===== config.mk =====
export PLATFORM = sky130hd
export DESIGN_NAME = ptr_addr_unit
export DESIGN_NICKNAME = d
export VERILOG_FILES = /design/src/rtl/ptr_au_pkg.sv /design/src/rtl/ptr_au_decode.sv /design/src/rtl/ptr_au_step.sv /design/src/rtl/ptr_addr_unit.sv
export SDC_FILE = /design/constraint.sdc
export NUM_CORES = 1
export LEC_CHECK = 0
export BUFFER_PORTS_ARGS = -buffer_cell sky130_fd_sc_hd__buf_4
export CAP_MARGIN = 30
export CORE_ASPECT_RATIO = 2
export CORE_MARGIN = 8
export CORE_UTILIZATION = 45
export CTS_CLUSTER_SIZE = 24
export DETAILED_ROUTE_END_ITERATION = 8
export GPL_ROUTABILITY_DRIVEN = 1
export PLACE_DENSITY = 0.71
export SYNTH_ARGS = -nofsm -noshare
export SYNTH_HDL_FRONTEND = slang
export SYNTH_HIERARCHICAL = 1
export SYNTH_SLANG_ARGS = --single-unit

===== constraint.sdc =====
create_clock -name clk -period 3.8 [get_ports clk]
set_clock_uncertainty 0.1 [all_clocks]
set_input_delay 0.57 -clock clk [delete_from_list [all_inputs] [get_ports clk]]
set_output_delay 0.57 -clock clk [all_outputs]
set_load 0.1 [all_outputs]

===== src/rtl/ptr_au_pkg.sv =====
package ptr_au_pkg;
    typedef enum logic [1:0] {
        MOD_KEEP     = 2'b00,
        MOD_INC_RAW  = 2'b01,
        MOD_DEC      = 2'b10,
        MOD_INC_LOOP = 2'b11
    } ptr_mod_e;

    localparam int DEF_PTR_W  = 8;
    localparam int DEF_WORD_W = 16;
    localparam int DEF_SEL_W  = 2;
    localparam int DEF_LOOP_W = 3;
endpackage


===== src/rtl/ptr_au_decode.sv =====
module ptr_au_decode
    import ptr_au_pkg::*;
#(
    parameter int PTR_W = DEF_PTR_W,
    parameter int SEL_W = DEF_SEL_W,
    localparam int IDX_W = SEL_W + 1
) (
    input  logic             bank,
    input  logic [SEL_W-1:0] sel,
    input  logic [1:0]       mod,
    input  logic             deep,
    output logic [IDX_W-1:0] idx,
    output logic             fixed,
    output logic [PTR_W-1:0] fixed_addr,
    output logic             bad_deep
);
    always_comb begin
        idx        = {bank, sel};
        fixed      = &sel;
        fixed_addr = PTR_W'(mod);
        bad_deep   = deep && !fixed && (mod != 2'b00);
    end
endmodule


===== src/rtl/ptr_au_step.sv =====
module ptr_au_step
    import ptr_au_pkg::*;
#(
    parameter int PTR_W  = DEF_PTR_W,
    parameter int LOOP_W = DEF_LOOP_W
) (
    input  logic [PTR_W-1:0]  cur,
    input  ptr_mod_e          mod,
    input  logic [LOOP_W-1:0] loop_n,
    output logic [PTR_W-1:0]  nxt
);
    logic [PTR_W-1:0] wmask;
    logic [PTR_W-1:0] inc_v;
    logic [PTR_W-1:0] dec_v;

    always_comb begin
        // window mask: all ones when no loop size is set
        if (loop_n == '0) wmask = '1;
        else              wmask = (PTR_W'(1) << loop_n) - PTR_W'(1);
        inc_v = cur + PTR_W'(1);
        dec_v = cur - PTR_W'(1);
        unique case (mod)
            MOD_KEEP:     nxt = cur;
            MOD_INC_RAW:  nxt = inc_v;
            MOD_DEC:      nxt = (cur & ~wmask) | (dec_v & wmask);
            MOD_INC_LOOP: nxt = (cur & ~wmask) | (inc_v & wmask);
            default:      nxt = cur;
        endcase
    end
endmodule


===== src/rtl/ptr_addr_unit.sv =====
module ptr_addr_unit
    import ptr_au_pkg::*;
#(
    parameter int PTR_W  = DEF_PTR_W,
    parameter int WORD_W = DEF_WORD_W,
    parameter int SEL_W  = DEF_SEL_W,
    parameter int LOOP_W = DEF_LOOP_W,
    localparam int IDX_W = SEL_W + 1,
    localparam int N_PTR = 1 << IDX_W,
    localparam int GRP   = 1 << SEL_W
) (
    input  logic                   clk,
    input  logic                   rst_n,
    input  logic                   acc_vld,
    input  logic                   acc_deep,
    input  logic                   acc_bank,
    input  logic [SEL_W-1:0]       acc_sel,
    input  logic [1:0]             acc_mod,
    input  logic [LOOP_W-1:0]      loop_n,
    input  logic [WORD_W-1:0]      mem_rdata,
    input  logic                   imm_vld,
    input  logic [IDX_W+PTR_W-1:0] imm_op,
    input  logic                   wr_vld,
    input  logic [IDX_W-1:0]       wr_idx,
    input  logic [PTR_W-1:0]       wr_val,
    output logic                   mem_bank,
    output logic [PTR_W-1:0]       mem_addr,
    output logic                   mem_en,
    output logic                   mem_wb_en,
    output logic [WORD_W-1:0]      mem_wb_data,
    output logic                   pm_vld,
    output logic [WORD_W-1:0]      pm_addr
);
    typedef logic [N_PTR-1:0][PTR_W-1:0] ptr_arr_t;
    typedef struct packed {
        ptr_arr_t ptr;
    } au_state_t;

    au_state_t st_d, st_q;

    logic [IDX_W-1:0] acc_idx;
    logic             acc_fixed;
    logic [PTR_W-1:0] fixed_addr;
    logic             bad_deep;
    logic [PTR_W-1:0] cur_ptr;
    logic [PTR_W-1:0] step_ptr;
    logic             step_en;
    logic             deep_ok;
    logic [IDX_W-1:0] imm_idx;
    logic [PTR_W-1:0] imm_val;
    logic [N_PTR*PTR_W-1:0] ptr_flat;

    ptr_au_decode #(.PTR_W(PTR_W), .SEL_W(SEL_W)) u_dec (
        .bank       (acc_bank),
        .sel        (acc_sel),
        .mod        (acc_mod),
        .deep       (acc_deep),
        .idx        (acc_idx),
        .fixed      (acc_fixed),
        .fixed_addr (fixed_addr),
        .bad_deep   (bad_deep)
    );

    assign cur_ptr = st_q.ptr[acc_idx];

    ptr_au_step #(.PTR_W(PTR_W), .LOOP_W(LOOP_W)) u_step (
        .cur    (cur_ptr),
        .mod    (ptr_mod_e'(acc_mod)),
        .loop_n (loop_n),
        .nxt    (step_ptr)
    );

    assign imm_idx  = imm_op[PTR_W +: IDX_W];
    assign imm_val  = imm_op[PTR_W-1:0];
    assign ptr_flat = st_q.ptr;

    // next-state: immediate load > register write > post-modify
    always_comb begin
        st_d    = st_q;
        step_en = acc_vld && !acc_deep && !acc_fixed;
        for (int i = 0; i < N_PTR; i++) begin
            if ((i % GRP) == GRP - 1) begin
                st_d.ptr[i] = '0;
            end else if (imm_vld && imm_idx == IDX_W'(i)) begin
                st_d.ptr[i] = imm_val;
            end else if (wr_vld && wr_idx == IDX_W'(i)) begin
                st_d.ptr[i] = wr_val;
            end else if (step_en && acc_idx == IDX_W'(i)) begin
                st_d.ptr[i] = step_ptr;
            end
        end
    end

    always_ff @(posedge clk) begin
        if (!rst_n) st_q <= '0;
        else        st_q <= st_d;
    end

    always_comb begin
        deep_ok     = acc_vld && acc_deep && !bad_deep;
        mem_bank    = acc_bank;
        mem_addr    = acc_fixed ? fixed_addr : cur_ptr;
        mem_en      = acc_vld && !bad_deep;
        pm_vld      = deep_ok;
        pm_addr     = deep_ok ? mem_rdata : '0;
        mem_wb_en   = deep_ok;
        mem_wb_data = mem_rdata + WORD_W'(1);
    end
endmodule


==> reports/qor.csv <==
stage,metric,value,unit
run_status,outcome,finished clean,
power,maximum VDD drop,0.237,mV
power,Lkg Pwr,2.10,nW
global_route,vias in the first global route,4510,
die,die height,155,µm
sta,count of final hold-check violations,0,
min_path,hold path startpoint,ptr_flat[41],
layout,fill cell count,930,
global_route,first-pass GRT wire length,23500,µm
yosys,Post-synth EDFFs,0,
worst_setup_path,crit start category,input port,
worst_setup_path,critical path's largest stage delay,0.58,ns
global_route,total global routing overflow,0,
power,clock share of power,28.4,%
worst_setup_path,most frequent CP cell,a21oi_1,
clock_network,CTS Root Cell,clkbuf_16,
routing,Final ANT Viol Nets,0,
worst_setup_path,Worst setup EP type,register,
power,Pint,956,µW
sta,Setup-failing EPs final,0,
place,Port Buffer Count,95,
place,dpl hpwl,11900,µm
yosys,ys flop type,dfxtp_1,
routing,routed len/inst,21.1,µm
power,switching power,637,µW
yosys,synthesized instance count,552,
routing,DR pass1 iterations,6,
yosys,ys async rst share,0,%
yosys,post-synthesis register bit count,48,
yosys,post-synthesis sequential area ratio,22.2,%
layout,nets@finish,660,
sta,Worst-Margin Slew,0.843,ns
layout,ant diodes,0,
min_path,Hold Crit Depth,1,
global_route,met1 Use GR,21.8,%
die,# rows,50,
global_route,grt met3 use,6.00,%
place,gpl congestion,0.965,
power,Power Dens Cells,318,nW/µm²
worst_setup_path,worst endpoint required time,3.94,ns
sta,Final Critical Period,3.53,ns
clock_network,clock slew at reported path FFs,0.07,ns
power,combinational power share,37.9,%
layout,Area Growth Syn to Fin,15.6,%
worst_setup_path,cell depth of the worst flop-to-flop path,10,
global_route,largest net degree at the start of global routing,20,
clock_network,total CTS buffers,5,
sta,Tcrit/Tclk final,93.0,%
clock_network,Post-CTS Setup Repair Bufs,0,
worst_setup_path,critical path launch point,acc_sel[0],
yosys,Avg Inst Size Synth,7.85,µm²
worst_setup_path,crit-path max FO,11,
sta,RSZ-0062 raised after global routing,no,
routing,initial drt markers,410,
min_path,Hold Crit Class,register to register,
routing,DRT Wirelength,15000,µm
yosys,Netlist cell types,64,
worst_setup_path,critical path cell sequence,"buf_4, nor2b_1, a22oi_1, o221ai_1, nand3_1, a211oi_1, a21oi_1, xnor2_1, mux2i_1, a21oi_1, a22o_1",
worst_setup_path,crit path DAT,3.68,ns
job,max cap viols,0,
die,Die ar.,13200,µm²
yosys,Ys Warns,6,
global_route,antenna violations before repair,0,
routing,Via Count,4436,
routing,vias per std cell,6.25,
clock_network,H-tree levels,2,
clock_network,CTS tree,done,
layout,"commonest cells after routing, fill and taps aside","buf_4 (107), nand2_1 (81), nor2_1 (57), a22o_1 (48), dfxtp_1 (48)",
sta,Hold Slack,0.384,ns
clock_network,CTS sink count,48,
worst_setup_path,CP max stage cell,o221ai_1,
die,Core Region,9380,µm²
layout,share of cells above drive strength 1,25.2,%
layout,number of flip-flops in the largest register,48,
clock_network,clock latency on the worst-skew pair,0.30,ns
worst_setup_path,critical setup path kind,input port to register,
worst_setup_path,worst path buffer plus inverter count,1,
global_route,gr usage total,22.3,%
worst_setup_path,"CP delay by family, top",compound AO/OA/AOI/OAI gates,
layout,"commonest non-fill, non-tap cell in the layout",buf_4,
routing,# DRC,0,
sta,Worst Slack Setup Final,0.266,ns
clock_network,PostCTS Resize Cnt,0,
power,Reg power frac,33.7,%
clock_network,CTS Hold Bufs,0,
sta,Fmax achieved,0.283,GHz
die,I/O pin count,96,
place,Post-Place Worst Slack,-0.0588,ns
power,Net Sw Frac,40.0,%
die,die width,85.4,µm
die,initial core utilization,46.2,%
worst_setup_path,stages on the worst setup path,11,
clock_network,Max clock buf depth,2,
worst_setup_path,launching point of the worst reg2reg path,ptr_flat[16],
sta,Rel. slew slack,43.7,%
global_route,met2 usage,40.6,%
yosys,post-synthesis cell area,4330,µm²
global_route,global-route layer with the greatest usage,met2,
sta,Slew Limit Fails,0,
[logic make-up after synthesis]
| family | after synthesis | synth area share [%] |
|---|---|---|
| other | 1 | 0.0865 |
| adders and majority gates | 3 | 0.866 |
| buffers and inverters | 72 | 10.4 |
| and+or+nand+nor | 231 | 28.5 |
| DFF | 48 | 22.2 |
| muxes | 38 | 9.30 |
| xor gates and xnor gates | 22 | 4.45 |
| AOI/OAI and AO/OA | 137 | 24.2 |
[power by group through the flow]
stage                     Sequential [mW]  Clock [mW]  Combinational, mW
after floorplan                     0.541           0              0.454
after global placement              0.547           0              0.588
after detailed placement            0.546           0              0.598
after CTS                           0.535       0.454              0.599
after global routing                0.538       0.483              0.637
final                               0.536       0.453              0.605
[area by class of cell]
cell class	instances	area (µm²)	share of cell area (%)
multi-input cells	437	2950	58.9
flip-flops and latches	48	961	19.2
repair buffers	107	803	16.0
well taps	104	130	2.60
clock buffers	5	125	2.50
inverters	6	22.5	0.450
clock inverters	3	18.8	0.375
[final timing paths]
check            endpoint  slack [ns]
max          ptr_flat[39]        0.27
min          ptr_flat[41]        0.38
max reg2reg  ptr_flat[45]        0.43
min reg2reg  ptr_flat[41]        0.38
[per-layer routing]
layer,up-vias,routed length (µm)
met5,-,0
met4,0,635
met2,253,7700
met3,45,1200
li1,2098,-
met1,2040,5440
[cells in the mapped netlist (4+ instances only)]
library cell  count  area (µm²)
a311oi_2          5        75.1
buf_4            24         180
and2_1            6        37.5
nor2b_1          10        62.6
xor2_1            7        61.3
and4b_1           4        40.0
a22o_1           48         420
nand4bb_1         4        45.0
a21oi_1          18        90.1
nand4b_1          4        35.0
buf_6             8        90.1
buf_2            23         115
a22oi_1           9        67.6
a31oi_1          33         206
dfxtp_1          48         961
mux2_2           18         203
nand3_1          11        55.1
nor2_1           57         214
nand2_1          81         304
nand4_1           5        31.3
xnor2_1          15         131
mux2i_1          20         200
inv_1             6        22.5
and3_1           17         106
o21ai_0           4        20.0
clkbuf_1          9        33.8
[stage by stage]
step	utilization [%]	power [mW]	area (µm²)	std cells	setup TNS, ns
final	53.4	1.59	5010	710	0
after global routing	53.4	1.66	5010	710	0
after CTS	53.3	1.59	5010	710	0
after detailed placement	51.8	1.14	4860	702	-0.0588
after global placement	51.8	1.13	4860	702	0
after floorplan	-	0.995	4360	557	0
Note: power is estimated with default switching activity, not from simulation.
